===== src/rtl/piso_pkg.sv =====
package piso_pkg;
  localparam int unsigned SYNC_DEPTH = 2;
  localparam int unsigned SYNC_BITS  = 3;  // load, clock, inhibit
endpackage


===== src/rtl/piso_sync.sv =====
module piso_sync #(
  parameter int unsigned N     = 3,
  parameter int unsigned DEPTH = 2,
  parameter logic [N-1:0] RST_VAL = '0
) (
  input  logic         clk_i,
  input  logic         rst_ni,
  input  logic [N-1:0] d_i,
  output logic [N-1:0] q_o
);
  logic [N-1:0] pipe [DEPTH];

  always_ff @(posedge clk_i or negedge rst_ni) begin
    if (!rst_ni) begin
      for (int k = 0; k < DEPTH; k++) pipe[k] <= RST_VAL;
    end else begin
      pipe[0] <= d_i;
      for (int k = 1; k < DEPTH; k++) pipe[k] <= pipe[k-1];
    end
  end

  assign q_o = pipe[DEPTH-1];
endmodule


===== src/rtl/piso_edge.sv =====
module piso_edge (
  input  logic clk_i,
  input  logic rst_ni,
  input  logic ck_i,
  input  logic inh_i,
  input  logic load_n_i,
  output logic shift_o,
  output logic order_err_o
);
  logic en_clk, en_q, inh_q, err_q;

  // complement of the NOR: its rise is the shift event
  assign en_clk = ck_i | inh_i;

  always_ff @(posedge clk_i or negedge rst_ni) begin
    if (!rst_ni) begin
      en_q  <= 1'b0;
      inh_q <= 1'b0;
      err_q <= 1'b0;
    end else begin
      en_q  <= en_clk;
      inh_q <= inh_i;
      if (inh_i && !inh_q && !ck_i) err_q <= 1'b1;
    end
  end

  assign shift_o     = en_clk & ~en_q & load_n_i;
  assign order_err_o = err_q;

  a_r3_no_shift_in_load: assert property (@(posedge clk_i) disable iff (!rst_ni)
    !load_n_i |-> !shift_o);
  a_r6_inhibit_blocks: assert property (@(posedge clk_i) disable iff (!rst_ni)
    (inh_i && inh_q) |-> !shift_o);
  a_r10_err_sticky: assert property (@(posedge clk_i) disable iff (!rst_ni)
    order_err_o |=> order_err_o);
endmodule


===== src/rtl/piso_stages.sv =====
module piso_stages #(
  parameter int unsigned WIDTH = 8
) (
  input  logic             clk_i,
  input  logic             rst_ni,
  input  logic             load_n_i,
  input  logic             shift_i,
  input  logic [WIDTH-1:0] par_i,
  input  logic             ser_i,
  output logic             q_o,
  output logic             q_no
);
  logic [WIDTH-1:0] st;

  always_ff @(posedge clk_i or negedge rst_ni) begin
    if (!rst_ni)       st <= '0;
    else if (!load_n_i) st <= par_i;
    else if (shift_i)  st <= {st[WIDTH-2:0], ser_i};
  end

  assign q_o  = st[WIDTH-1];
  assign q_no = ~st[WIDTH-1];

  a_r2_load_copies: assert property (@(posedge clk_i) disable iff (!rst_ni)
    !load_n_i |=> (st == $past(par_i)));
  a_r4_shift_moves: assert property (@(posedge clk_i) disable iff (!rst_ni)
    (load_n_i && shift_i) |=> (st == {$past(st[WIDTH-2:0]), $past(ser_i)}));
  a_r7_hold: assert property (@(posedge clk_i) disable iff (!rst_ni)
    (load_n_i && !shift_i) |=> $stable(st));
  a_r9_complement: assert property (@(posedge clk_i) disable iff (!rst_ni)
    q_no == !q_o);
endmodule


===== src/rtl/piso_shift_reg.sv =====
module piso_shift_reg #(
  parameter int unsigned WIDTH = 8
) (
  input  logic             clk_i,
  input  logic             rst_ni,
  input  logic             load_ni,
  input  logic [WIDTH-1:0] par_i,
  input  logic             ser_i,
  input  logic             sclk_i,
  input  logic             inh_i,
  output logic             q_o,
  output logic             q_no,
  output logic             order_err_o
);
  import piso_pkg::*;

  logic [SYNC_BITS-1:0] raw, synced;
  logic shift;

  assign raw = {load_ni, sclk_i, inh_i};

  // load idles high so reset does not trigger a load
  piso_sync #(
    .N(SYNC_BITS), .DEPTH(SYNC_DEPTH), .RST_VAL(3'b100)
  ) i_sync (
    .clk_i(clk_i), .rst_ni(rst_ni), .d_i(raw), .q_o(synced)
  );

  piso_edge i_edge (
    .clk_i(clk_i), .rst_ni(rst_ni),
    .ck_i(synced[1]), .inh_i(synced[0]), .load_n_i(synced[2]),
    .shift_o(shift), .order_err_o(order_err_o)
  );

  piso_stages #(.WIDTH(WIDTH)) i_stages (
    .clk_i(clk_i), .rst_ni(rst_ni),
    .load_n_i(synced[2]), .shift_i(shift),
    .par_i(par_i), .ser_i(ser_i),
    .q_o(q_o), .q_no(q_no)
  );
endmodule


===== config.mk =====
export PLATFORM = sky130hd
export DESIGN_NAME = piso_shift_reg
export DESIGN_NICKNAME = d
export VERILOG_FILES = /design/src/rtl/piso_pkg.sv /design/src/rtl/piso_sync.sv /design/src/rtl/piso_edge.sv /design/src/rtl/piso_stages.sv /design/src/rtl/piso_shift_reg.sv
export SDC_FILE = /design/constraint.sdc
export NUM_CORES = 1
export LEC_CHECK = 0
export BUFFER_PORTS_ARGS = -buffer_cell sky130_fd_sc_hd__buf_4
export CAP_MARGIN = 25
export CORE_ASPECT_RATIO = 1.1
export CORE_MARGIN = 2
export CORE_UTILIZATION = 34
export DETAILED_ROUTE_END_ITERATION = 10
export GPL_TIMING_DRIVEN = 0
export SETUP_SLACK_MARGIN = 0.1
export SYNTH_ARGS = -nofsm -noshare
export SYNTH_HDL_FRONTEND = slang
export SYNTH_SLANG_ARGS = --single-unit

===== constraint.sdc =====
create_clock -name clk_i -period 2.3 [get_ports clk_i]
set_clock_uncertainty 0.2 [all_clocks]
set_input_delay 0.115 -clock clk_i [delete_from_list [all_inputs] [get_ports clk_i]]
set_output_delay 0.115 -clock clk_i [all_outputs]
set_load 0.01 [all_outputs]

# Yosys cells after proc, flatten, opt, wreduce, memory -nomap -nowiden
# Cells that the tools add are included.
dict set report word_totals {
  mem_bits_ro 0
  memories 0
  elab_cells 18
  register_bits 17
  mem_bits_rw 0
  inputBits 14
  latchBits 0
}
dict set report classes {
  eq_ne 1
  n_reduce_logical 4
  n_mul 0
  n_bitwise 5
  n_shift 0
  n_mux 2
  div_mod_pow 0
  add_sub_neg 0
  order_cmp 0
}
# operator n
set ops {}
lappend ops {{two-way mux 8 bit} 2}
lappend ops {{AND 1 bit} 2}
lappend ops {{logical AND 1 bit} 2}
lappend ops {{logical NOT 1 bit} 2}
lappend ops {{!= test 2 x 1 -> 1 bit, second input constant} 1}
lappend ops {{inverter 1 bit} 2}
lappend ops {{bitwise OR 1 bit} 1}

# Longest topological paths before layout
# Gate-level depths: netlist of the first run.
dict set report logic_depth {
  word_depth 5
  depth_mapped 4
}

# Cells and area by module
# Synthesis of the first run repeated with hierarchy kept, for this count alone.
dict set report hier_totals {
  cells_unflattened 52
  area_unflattened_um2 664.4
}
# mod cells_each area_each_um2 instances
set modules_own_cells {}
lappend modules_own_cells {piso_stages 36 387.9 1}
lappend modules_own_cells {piso_sync 9 175.2 1}
lappend modules_own_cells {piso_edge 7 101.3 1}

# Least setup slack after synthesis of the first run
# OpenSTA, ideal clock, no wires.
dict set report synth_timing {
  kind {reg2reg}
  from {register i_sync.pipe, in the netlist i_sync.q_o[2]}
  to {register i_stages.st[7]}
  setup_slack_ps 1029
  stages_incl_launch_ff 5
  t_arrival_ps 989
  period_less_slack_ps 1271
  t_required_ps 2018
  cell_sequence {dfstp_2 > clkbuf_2 > buf_2 > nor2_1 > a31oi_1}
}
dict set report synth_between {
  elab_chain_len 2
}
# item line_no
set synth_lines {}
lappend synth_lines {{start: declaration} piso_sync.sv:11} ;# logic [N-1:0] pipe [DEPTH];
lappend synth_lines {{AND 1 bit} piso_edge.sv:27} ;# assign shift_o = en_clk & ~en_q & load_n_i;
lappend synth_lines {{!= test 2 x 1 -> 1 bit (no source line)} n/a}
lappend synth_lines {{end signal: assignment} piso_stages.sv:17} ;# else if (!load_n_i) st <= par_i;
lappend synth_lines {{end signal: assignment} piso_stages.sv:18} ;# else if (shift_i) st <= {st[WIDTH-2:0], ser_i};
lappend synth_lines {{end: declaration} piso_stages.sv:13} ;# logic [WIDTH-1:0] st;
# Several ways; a longest one is shown, not always the timed one.
# A chain may end at the register's enable or synchronous reset.

# Worst setup path in the final report of the first run
dict set report layout_timing {
  from {register i_sync.pipe, in the netlist i_sync.q_o[2]}
  to {register i_stages.st[0]}
}
# The elaborated chain is that of the path after synthesis.

==> flow_metrics.tcl, run 1 <==
set metrics [dict create \
    worstPathCellList "clkbuf_2, buf_2, a31oi_1, dlygate4sd3_1" \
    p_per_area_nw_per_um2 619.2 \
    rrSetupSlack_ps 400 \
    yosys.area_share.adder 0 \
    cts_tree "done" \
    clock_power_share 0.278 \
    grt.total_usage 0.1311 \
    comb_power_share 0.148 \
    grt_start_max_net_pins 18 \
    vias_per_cell 4.615 \
    grt_remaining_overflow 0 \
    synth_top_family_by_area "simple AND/OR/NAND/NOR gates" \
    ant_nets 0 \
    wl_microns 1143 \
    syn_nets 72 \
    intPower_mw 0.4385 \
    switchingPower_mw 0.1409 \
    cp_max_fo 10 \
    peakVddDrop_v 0.0003162 \
    cts_buffers 3 \
    clockRootBuffer "clkbuf_4" \
    htreeDepth 1 \
    muxShareOfSynthArea 0 \
    power.total_mw 0.5795 \
    rows 16 \
    drive_gt1_frac 0.3187 \
    hold_path_class "primary input to asynchronous set/reset pin" \
    hold_violations 0 \
    final_nets 106 \
    synthCells 58 \
    p_leak_nw 0.4311 \
    crit_path_end_kind "flop" \
    antenna_found_initial 0 \
    seqPwrFrac 0.574 \
    setup_tns_ps 0 \
    required_ps 2280 \
    die_w_microns 45.15 \
    netlist_area_sq_um 633.1 \
    r2r_start "i_sync.q_o[2]" \
    yosys.cell_types.count 13 \
    grt_pass1_wl_microns 2132 \
    synthXorXnorAreaFrac 0 \
    wl_per_cell_microns 10.49 \
    clock_latency_ps 280 \
    cpLargestDelayFamily "buffers and inverters" \
    die_y_microns 49.26 \
    synth_compound_area_frac 0.1265 \
    grt.met3_usage 0.02222 \
    setup_viol 0 \
    yosys.area_share.simple 0.1581 \
    clk_path_buf_depth 2 \
    synth_top_area_cell "dfrtp_1" \
    place_hpwl_microns 756.2 \
    firstDrtPassIters 5 \
    gp_congestion 0.7165 \
    drt_iter0_drc 9 \
    io_pins 17 \
    yosysWarnings 0 \
    start_util 0.3594 \
    diodes 0 \
    cts.sinks 17 \
    switching_share 0.2432 \
    status "completed" \
    critPathKind "flop to flop" \
    grt_pass1_vias 498 \
    reg2regPathDepth 4 \
    post_cts_buffers 0 \
    drc_errors 0 \
    area_delta_synth_final_pct 47.83 \
    r2r-end "i_stages.st[0]" \
    portBuffers 16 \
    critPathBufInv 3 \
    yosysTopAreaCellShare 0.5929 \
    vias 503 \
    slowest_stage "dlygate4sd3_1" \
    drv_cap 0 \
    ys_ff_latch 17 \
    min_period_ps 1900 \
    clkTransAtPathRegs_ps 100 \
    relSlewSlack 0.7791 \
    yosys-top-cells-area "dfrtp_1 (59%), nand2_1 (9.5%), dfstp_2 (8.3%)" \
    top_usage_layer "met2" \
    die_area_sq_um 2224 \
    arrival_ps 1880 \
    worst_pin_slew_ps 331.1 \
    core-area_sq_um 1762 \
    seq_area_frac_synth 0.6759 \
    post-route-period-util 0.8260 \
    clock.fmax_mhz 526.3 \
    use_met1 0.1805 \
    avgSynthCellArea_sq_um 10.92 \
    critPathMaxStageDelay_ps 570 \
    rsz0062_at_grt "false" \
    startpoint_type "flop" \
    met2_usage 0.1905 \
    slew_viol_final 0 \
]
[cell families after synthesis]
logic type	count (synthesis)
AOI/OAI and AO/OA	11
and+or+nand+nor	26
buffers and inverters	4
DFF	17
[routing by layer]
| layer | vias up | wire [microns] |
|---|---|---|
| met1 | 238 | 517 |
| met3 | 2 | 36 |
| met5 | - | 0 |
| li1 | 255 | - |
| met4 | 0 | 14 |
| met2 | 8 | 574 |
[worst max path at each step]
| stage | to | startpoint | slack, ps | cells past startpoint |
|---|---|---|---|---|
| after floorplan | i_stages.st[7] | i_sync.q_o[2] | 1030 | 4 |
| after global placement | i_stages.st[7] | i_sync.q_o[2] | 920 | 4 |
| after detailed placement | i_stages.st[7] | i_sync.q_o[2] | 920 | 4 |
| after CTS | i_stages.st[0] | i_sync.q_o[2] | 420 | 4 |
| after global routing | i_stages.st[0] | i_sync.q_o[2] | 320 | 4 |
| final | i_stages.st[0] | i_sync.q_o[2] | 400 | 4 |
[cells in the mapped netlist]
cell	n
a21o_2	1
nand2_1	16
o21ba_2	1
dfstp_2	2
dfrtp_1	15
o21bai_2	1
buf_2	1
clkbuf_2	1
nor2_1	9
buf_6	1
a31oi_1	8
inv_1	1
or2_2	1
[layout make-up]
| type | count | area (sq um) |
|---|---|---|
| Buffer | 3 | 21.27 |
| Clock buffer | 3 | 22.52 |
| Clock inverter | 1 | 7.507 |
| Fill cell | 166 | 825.8 |
| Inverter | 1 | 3.754 |
| Multi-Input combinational cell | 37 | 180.2 |
| Sequential cell | 17 | 427.9 |
| Tap cell | 18 | 22.52 |
| Timing Repair Buffer | 29 | 250.2 |
[layout by cell type (no fill, tap or decap), types with 2 or more instances in the layout]
| cell type | Yosys | layout |
|---|---|---|
| a31oi_1 | 8 | 8 |
| buf_4 | 0 | 16 |
| clkbuf_4 | 0 | 3 |
| dfrtp_1 | 15 | 15 |
| dfstp_2 | 2 | 2 |
| dlygate4sd3_1 | 0 | 13 |
| nand2_1 | 16 | 16 |
| nor2_1 | 9 | 9 |
[power groups by stage]
| stage | Combinational [mW] | Sequential, mW | Clock, mW |
|---|---|---|---|
| after floorplan | 0.0330 | 0.337 | 0 |
| after global placement | 0.0668 | 0.339 | 0 |
| after detailed placement | 0.0677 | 0.339 | 0 |
| after CTS | 0.0863 | 0.333 | 0.169 |
| after global routing | 0.0955 | 0.337 | 0.180 |
| final | 0.0855 | 0.333 | 0.161 |
[registers in the layout (all words and copies together) (netlist names)]
register / flops
i_edge.en_q: 1
i_edge.inh_q: 1
i_edge.order_err_o: 1
i_stages.st: 8
i_sync.pipe: 3
i_sync.q_o: 3
[metrics by stage]
stage	utilization	instance area (sq um)	setup WS, ps	hold WS (ps)	instances
2_1_floorplan	-	633.1	1029	-380.6	58
3_3_place_gp	0.4403	775.7	920.8	-209.5	92
3_5_place_dp	0.4403	775.7	916.5	-209.8	92
4_1_cts	0.5313	935.9	418.2	8.989	109
5_1_grt	0.5313	935.9	324.6	30.42	109
6_report	0.5313	935.9	400.1	17.74	109
[timing repair]
item | in CTS | in global routing
resized for setup | 0 | 0
hold buffers | 13 | 0
hold endpoints to repair | 28 | 0
(Power assumes the default switching activity.)
==> run 2, diff against run 1 <==
==> constraint.sdc (replaced) <==
create_clock -name clk_i -period 1.5 [get_ports clk_i]
set_clock_uncertainty 0.2 [all_clocks]
set_input_delay 0.075 -clock clk_i [delete_from_list [all_inputs] [get_ports clk_i]]
set_output_delay 0.075 -clock clk_i [all_outputs]
set_load 0.01 [all_outputs]
==> run 2 against run 1 <==
Worst hold slack improved by 140 ps. Highest routed layer unchanged. Routed wire length rose by 3.3%. Cell area up 2.0%. Worst setup slack worse by 180 ps. Register-to-register slack worse by 180 ps. Non-clock buffer count unchanged. Critical path depth stayed put. Fmax rose by 49%. First-iteration DRC count is 11% lower. Clock-buffer cell count unchanged. Power rose by 54%.
==> flow_metrics.tcl, run 2 (synthesis results as in run 1) <==
set metrics [dict create \
    status "completed" \
    largest_register_ffs 8 \
    core-area_sq_um 1762 \
    wl_microns 1181 \
    htreeDepth 1 \
    drive_gt1_frac 0.3077 \
    grt_remaining_overflow 0 \
    rsz0062_at_grt "false" \
    required_ps 1470 \
    met1_length_microns 536 \
    place_hpwl_microns 756.2 \
    switching_share 0.2427 \
    design_area_sq_um 954.7 \
    p_per_area_nw_per_um2 933.3 \
    final_util 0.5419 \
    ant_nets 0 \
    area_delta_synth_final_pct 50.79 \
    firstDrtPassIters 4 \
    vias_per_cell 4.633 \
    layout_common_cells "nand2_1 (16), buf_4 (16), dfrtp_1 (15), dlygate4sd3_1 (14), nor2_1 (9)" \
    nFillCells 162 \
    drc_errors 0 \
    cts_buffers 3 \
    startpoint_type "flop" \
    portBuffers 16 \
    p_leak_nw 0.4352 \
    clock.fmax_mhz 783.5 \
    rows 16 \
    drv_cap 0 \
    worst_pin_slew_ps 213.5 \
    relSlewSlack 0.8573 \
    io_pins 17 \
    top_layer "met4" \
    setup_viol 0 \
    gp_congestion 0.7165 \
    largest-register "i_stages.st" \
    dp_cells 92 \
    clk_path_buf_depth 2 \
    clock_latency_ps 280 \
    vias 505 \
    wl_met2_microns 583 \
    start_util 0.3594 \
    critPathKind "flop to flop" \
    hold_path_class "flop to flop" \
    slowest_stage "dfrtp_1" \
    die_w_microns 45.15 \
    post-route-period-util 0.8509 \
    switchingPower_mw 0.2162 \
    grt.total_usage 0.1311 \
    grt_pass1_vias 482 \
    drt_iter0_drc 8 \
    post_cts_buffers 0 \
    grt_pass1_wl_microns 2111 \
    cts.sinks 17 \
    comb_power_share 0.146 \
    crit_path_end_kind "flop" \
    slew_viol_final 0 \
    cts_tree "done" \
    peakVddDrop_v 0.0004925 \
    die_area_sq_um 2224 \
    cp_max_fo 8 \
    setup_tns_ps 0 \
    diodes 0 \
    hold_violations 0 \
    met3_length_microns 45 \
    arrival_ps 1250 \
    grt_start_max_net_pins 18 \
    wl_per_cell_microns 10.83 \
    fin_cells 109 \
    antenna_found_initial 0 \
    clock_power_share 0.276 \
    intPower_mw 0.6748 \
    worstPathCellList "o21ba_2, buf_6, nand2_1, a31oi_1" \
    seqPwrFrac 0.578 \
    placed_area_sq_um 775.7 \
    die_y_microns 49.26 \
    min_period_ps 1276 \
    critPathMaxStageDelay_ps 450 \
    final_nets 106 \
    clkTransAtPathRegs_ps 100 \
    clockRootBuffer "clkbuf_4" \
]
## run 2: cell count changes in the layout (fill, tap and decap cells not counted)
cell,before,now
buf_2,1,0
dlygate4sd3_1,13,14
clkbuf_2,1,0
o21bai_2,1,0
buf_6,1,2
o21bai_4,0,1
## run 2: what timing repair did
| item | CTS | global route |
|---|---|---|
| pin swaps | 0 | 0 |
| endpoints found under the setup margin | 1 | 6 |
| endpoints found under the hold margin | 28 | 0 |
| hold buffers | 14 | 0 |
| gates resized for setup | 1 | 2 |
## run 2: final timing paths
path | end | slack [ps] | startpoint | depth (start not counted)
worst max-delay path | i_stages.st[3] | 220 | i_sync.q_o[0] | 4
worst max register to register | i_stages.st[3] | 220 | i_sync.q_o[0] | 4
max in group asynchronous | i_sync.q_o[2] | 350 | rst_ni | 3
worst min-delay path | i_sync.q_o[0] | 160 | i_sync.pipe[3] | 0
min in group asynchronous | i_sync.pipe[3] | 510 | rst_ni | 3
worst min register to register | i_sync.q_o[0] | 160 | i_sync.pipe[3] | 0
## run 2: stage by stage
stage / setup slack [ps] / hold slack, ps / power (mW)
3_3_place_gp: 120.8 / -249.5 / 0.6214
6_report: 223.6 / 158.2 / 0.8910
2_1_floorplan: 229.5 / -420.6 / 0.5680
4_1_cts: 147.8 / 159.6 / 0.9031
5_1_grt: 135.0 / 167.2 / 0.9413
3_5_place_dp: 116.5 / -249.8 / 0.6239
## run 2: layout make-up
type / instances / area, sq um / area share
clock buffer: 3 / 22.52 / 0.02359
inverter: 1 / 3.754 / 0.003932
buffer: 2 / 22.52 / 0.02359
timing repair buffer: 30 / 260.3 / 0.2726
sequential: 17 / 427.9 / 0.4482
clock inverter: 1 / 7.507 / 0.007864
multi-input combinational: 37 / 187.7 / 0.1966
tap: 18 / 22.52 / 0.02359
## run 2: power groups by stage
stage / clock (mW) / combinational, mW / sequential, mW
floorplan: 0 / 0.0506 / 0.517
global placement: 0 / 0.102 / 0.519
detailed placement: 0 / 0.104 / 0.520
CTS: 0.259 / 0.133 / 0.511
global route: 0.275 / 0.145 / 0.521
finish: 0.246 / 0.130 / 0.515
## run 2: critical path: cells and delay by family (launching register included)
family | cells | cell delay, ps
buffers and inverters | 1 | 130
DFF | 1 | 450
AOI/OAI and AO/OA | 2 | 320
and+or+nand+nor | 1 | 60
## run 2: routing by layer
metal,vias up,global-route usage
li1,255,-
met1,238,0.1900
met5,-,0
met4,0,0.07353
met3,2,0.02222
met2,10,0.1810
==> run 3, diff against run 2 <==
--- a/config.mk
+++ b/config.mk
@@ -12,6 +12,7 @@
 export CORE_UTILIZATION = 34
 export DETAILED_ROUTE_END_ITERATION = 10
 export GPL_TIMING_DRIVEN = 0
+export PLACE_DENSITY = 0.57
 export SETUP_SLACK_MARGIN = 0.1
 export SYNTH_ARGS = -nofsm -noshare
 export SYNTH_HDL_FRONTEND = slang
==> run 3 against run 2 <==
Cell count is the same. Sequential share of layout area did not move. Worst setup slack lost 25 ps. Critical path depth is the same. Register-to-register slack got worse by 30 ps. Combinational power barely moved. Critical path type unchanged.
==> flow_metrics.tcl, run 3 (synthesis results as in run 1) <==
set metrics [dict create \
    die_area_sq_um 2224 \
    crit_path_end_kind "flop" \
    setup_tns_ps 0 \
    largest_register_ffs 8 \
    required_ps 1480 \
    clk_path_buf_depth 2 \
    grt.total_usage 0.1281 \
    timing.final.ws_setup_ps 198.3 \
    clock_power_share 0.276 \
    critPathBufInv 1 \
    gp_congestion 0.6232 \
    antenna_found_initial 0 \
    cp_max_fo 8 \
    cpLargestDelayFamily "flip-flops" \
    htreeDepth 1 \
    drc_errors 0 \
    grt_remaining_overflow 0 \
    wl_per_cell_microns 11.70 \
    worstPathCellList "o21ba_2, buf_6, nand2_1, a31oi_1" \
    hold_path_class "flop to flop" \
    critPathMaxStageDelay_ps 460 \
    rows 16 \
    design_area_sq_um 954.7 \
    worst_pin_slew_ps 219.3 \
    status "completed" \
    p_per_area_nw_per_um2 935.5 \
    slew_viol_final 0 \
    die_w_microns 45.15 \
    switching_share 0.2442 \
    min_period_ps 1302 \
    clock.fmax_mhz 768.2 \
    post-route-period-util 0.8678 \
    drv_cap 0 \
    startpoint_type "flop" \
    hold_violations 0 \
    clock_latency_ps 290 \
    grt_pass1_vias 473 \
    placed_area_sq_um 775.7 \
    intPower_mw 0.6749 \
    firstDrtPassIters 3 \
    comb_power_share 0.148 \
    dp_slack_ps 107.6 \
    relSlewSlack 0.8534 \
    post_cts_buffers 0 \
    io_pins 17 \
    ant_nets 0 \
    start_util 0.3594 \
    final_nets 106 \
    arrival_ps 1280 \
    slowest_stage "dfrtp_1" \
    peakVddDrop_v 0.0006490 \
    clockRootBuffer "clkbuf_4" \
    seqCellArea_sq_um 427.9 \
    cts_tree "done" \
    drt_iter0_drc 9 \
    cts_buffers 3 \
    multiInputGateArea_sq_um 187.7 \
    vias 508 \
    vias_per_cell 4.661 \
    grt_start_max_net_pins 18 \
    largest-register "i_stages.st" \
    rsz0062_at_grt "false" \
    wl_microns 1275 \
    critPathKind "flop to flop" \
    switchingPower_mw 0.2181 \
    seqPwrFrac 0.577 \
    drive_gt1_frac 0.3077 \
    die_y_microns 49.26 \
    clkTransAtPathRegs_ps 100 \
    p_leak_nw 0.4352 \
    place_hpwl_microns 757.6 \
    area_delta_synth_final_pct 50.79 \
    portBuffers 16 \
    layout_common_cells "nand2_1 (16), buf_4 (16), dfrtp_1 (15), dlygate4sd3_1 (14), nor2_1 (9)" \
    core-area_sq_um 1762 \
    setup_viol 0 \
    cts.sinks 17 \
    diodes 0 \
    nFillCells 166 \
    grt_pass1_wl_microns 2035 \
]
run 3: cell counts in the layout (fill, tap and decap cells not counted):
Identical to the previous run, type by type.
run 3: final cells by class:
class,instances,share of cell area
buffer,2,0.02359
clock buffer,3,0.02359
clock inverter,1,0.007864
inverter,1,0.003932
multi-input combinational,37,0.1966
sequential,17,0.4482
tap,18,0.02359
timing repair buffer,30,0.2726
run 3: metal layers:
metal | part of all wire | track usage
met2 | 0.52 | 0.1929
met3 | 0.028 | 0.02222
met5 | 0 | 0
met1 | 0.44 | 0.1615
met4 | 0.011 | 0.08824
run 3: timing repair:
item	4_1_cts	5_1_grt
hold buffers	14	0
resized for setup	1	2
hold endpoints to repair	28	0
setup endpoints to repair	2	8
run 3: final timing paths:
kind                                   to  cells past startpoint      startpoint  slack (ps)
min in group asynchronous  i_stages.st[7]                      3          rst_ni         530
hold reg to reg             i_sync.q_o[1]                      0  i_sync.pipe[4]         160
setup reg to reg           i_stages.st[2]                      4   i_sync.q_o[0]         200
hold / removal              i_sync.q_o[1]                      0  i_sync.pipe[4]         160
max in group asynchronous   i_sync.q_o[2]                      3          rst_ni         320
setup / recovery           i_stages.st[2]                      4   i_sync.q_o[0]         200
run 3: power groups by stage:
| stage | combinational (mW) | clock (mW) | sequential, mW |
|---|---|---|---|
| 2_1_floorplan | 0.0506 | 0 | 0.517 |
| 3_3_place_gp | 0.103 | 0 | 0.519 |
| 3_5_place_dp | 0.104 | 0 | 0.520 |
| 4_1_cts | 0.134 | 0.259 | 0.511 |
| 5_1_grt | 0.146 | 0.276 | 0.520 |
| 6_report | 0.132 | 0.246 | 0.515 |
run 3: metrics by stage:
| stage | hold WS [ps] | util | total power [mW] | instances |
|---|---|---|---|---|
| 4_1_cts | 160.1 | 0.5384 | 0.9032 | 110 |
| 3_5_place_dp | -249.9 | 0.4403 | 0.6239 | 92 |
| 3_3_place_gp | -249.4 | 0.4403 | 0.6215 | 92 |
| 5_1_grt | 166.8 | 0.5419 | 0.9416 | 109 |
| 2_1_floorplan | -420.6 | - | 0.5680 | 58 |
| 6_report | 157.7 | 0.5419 | 0.8931 | 109 |
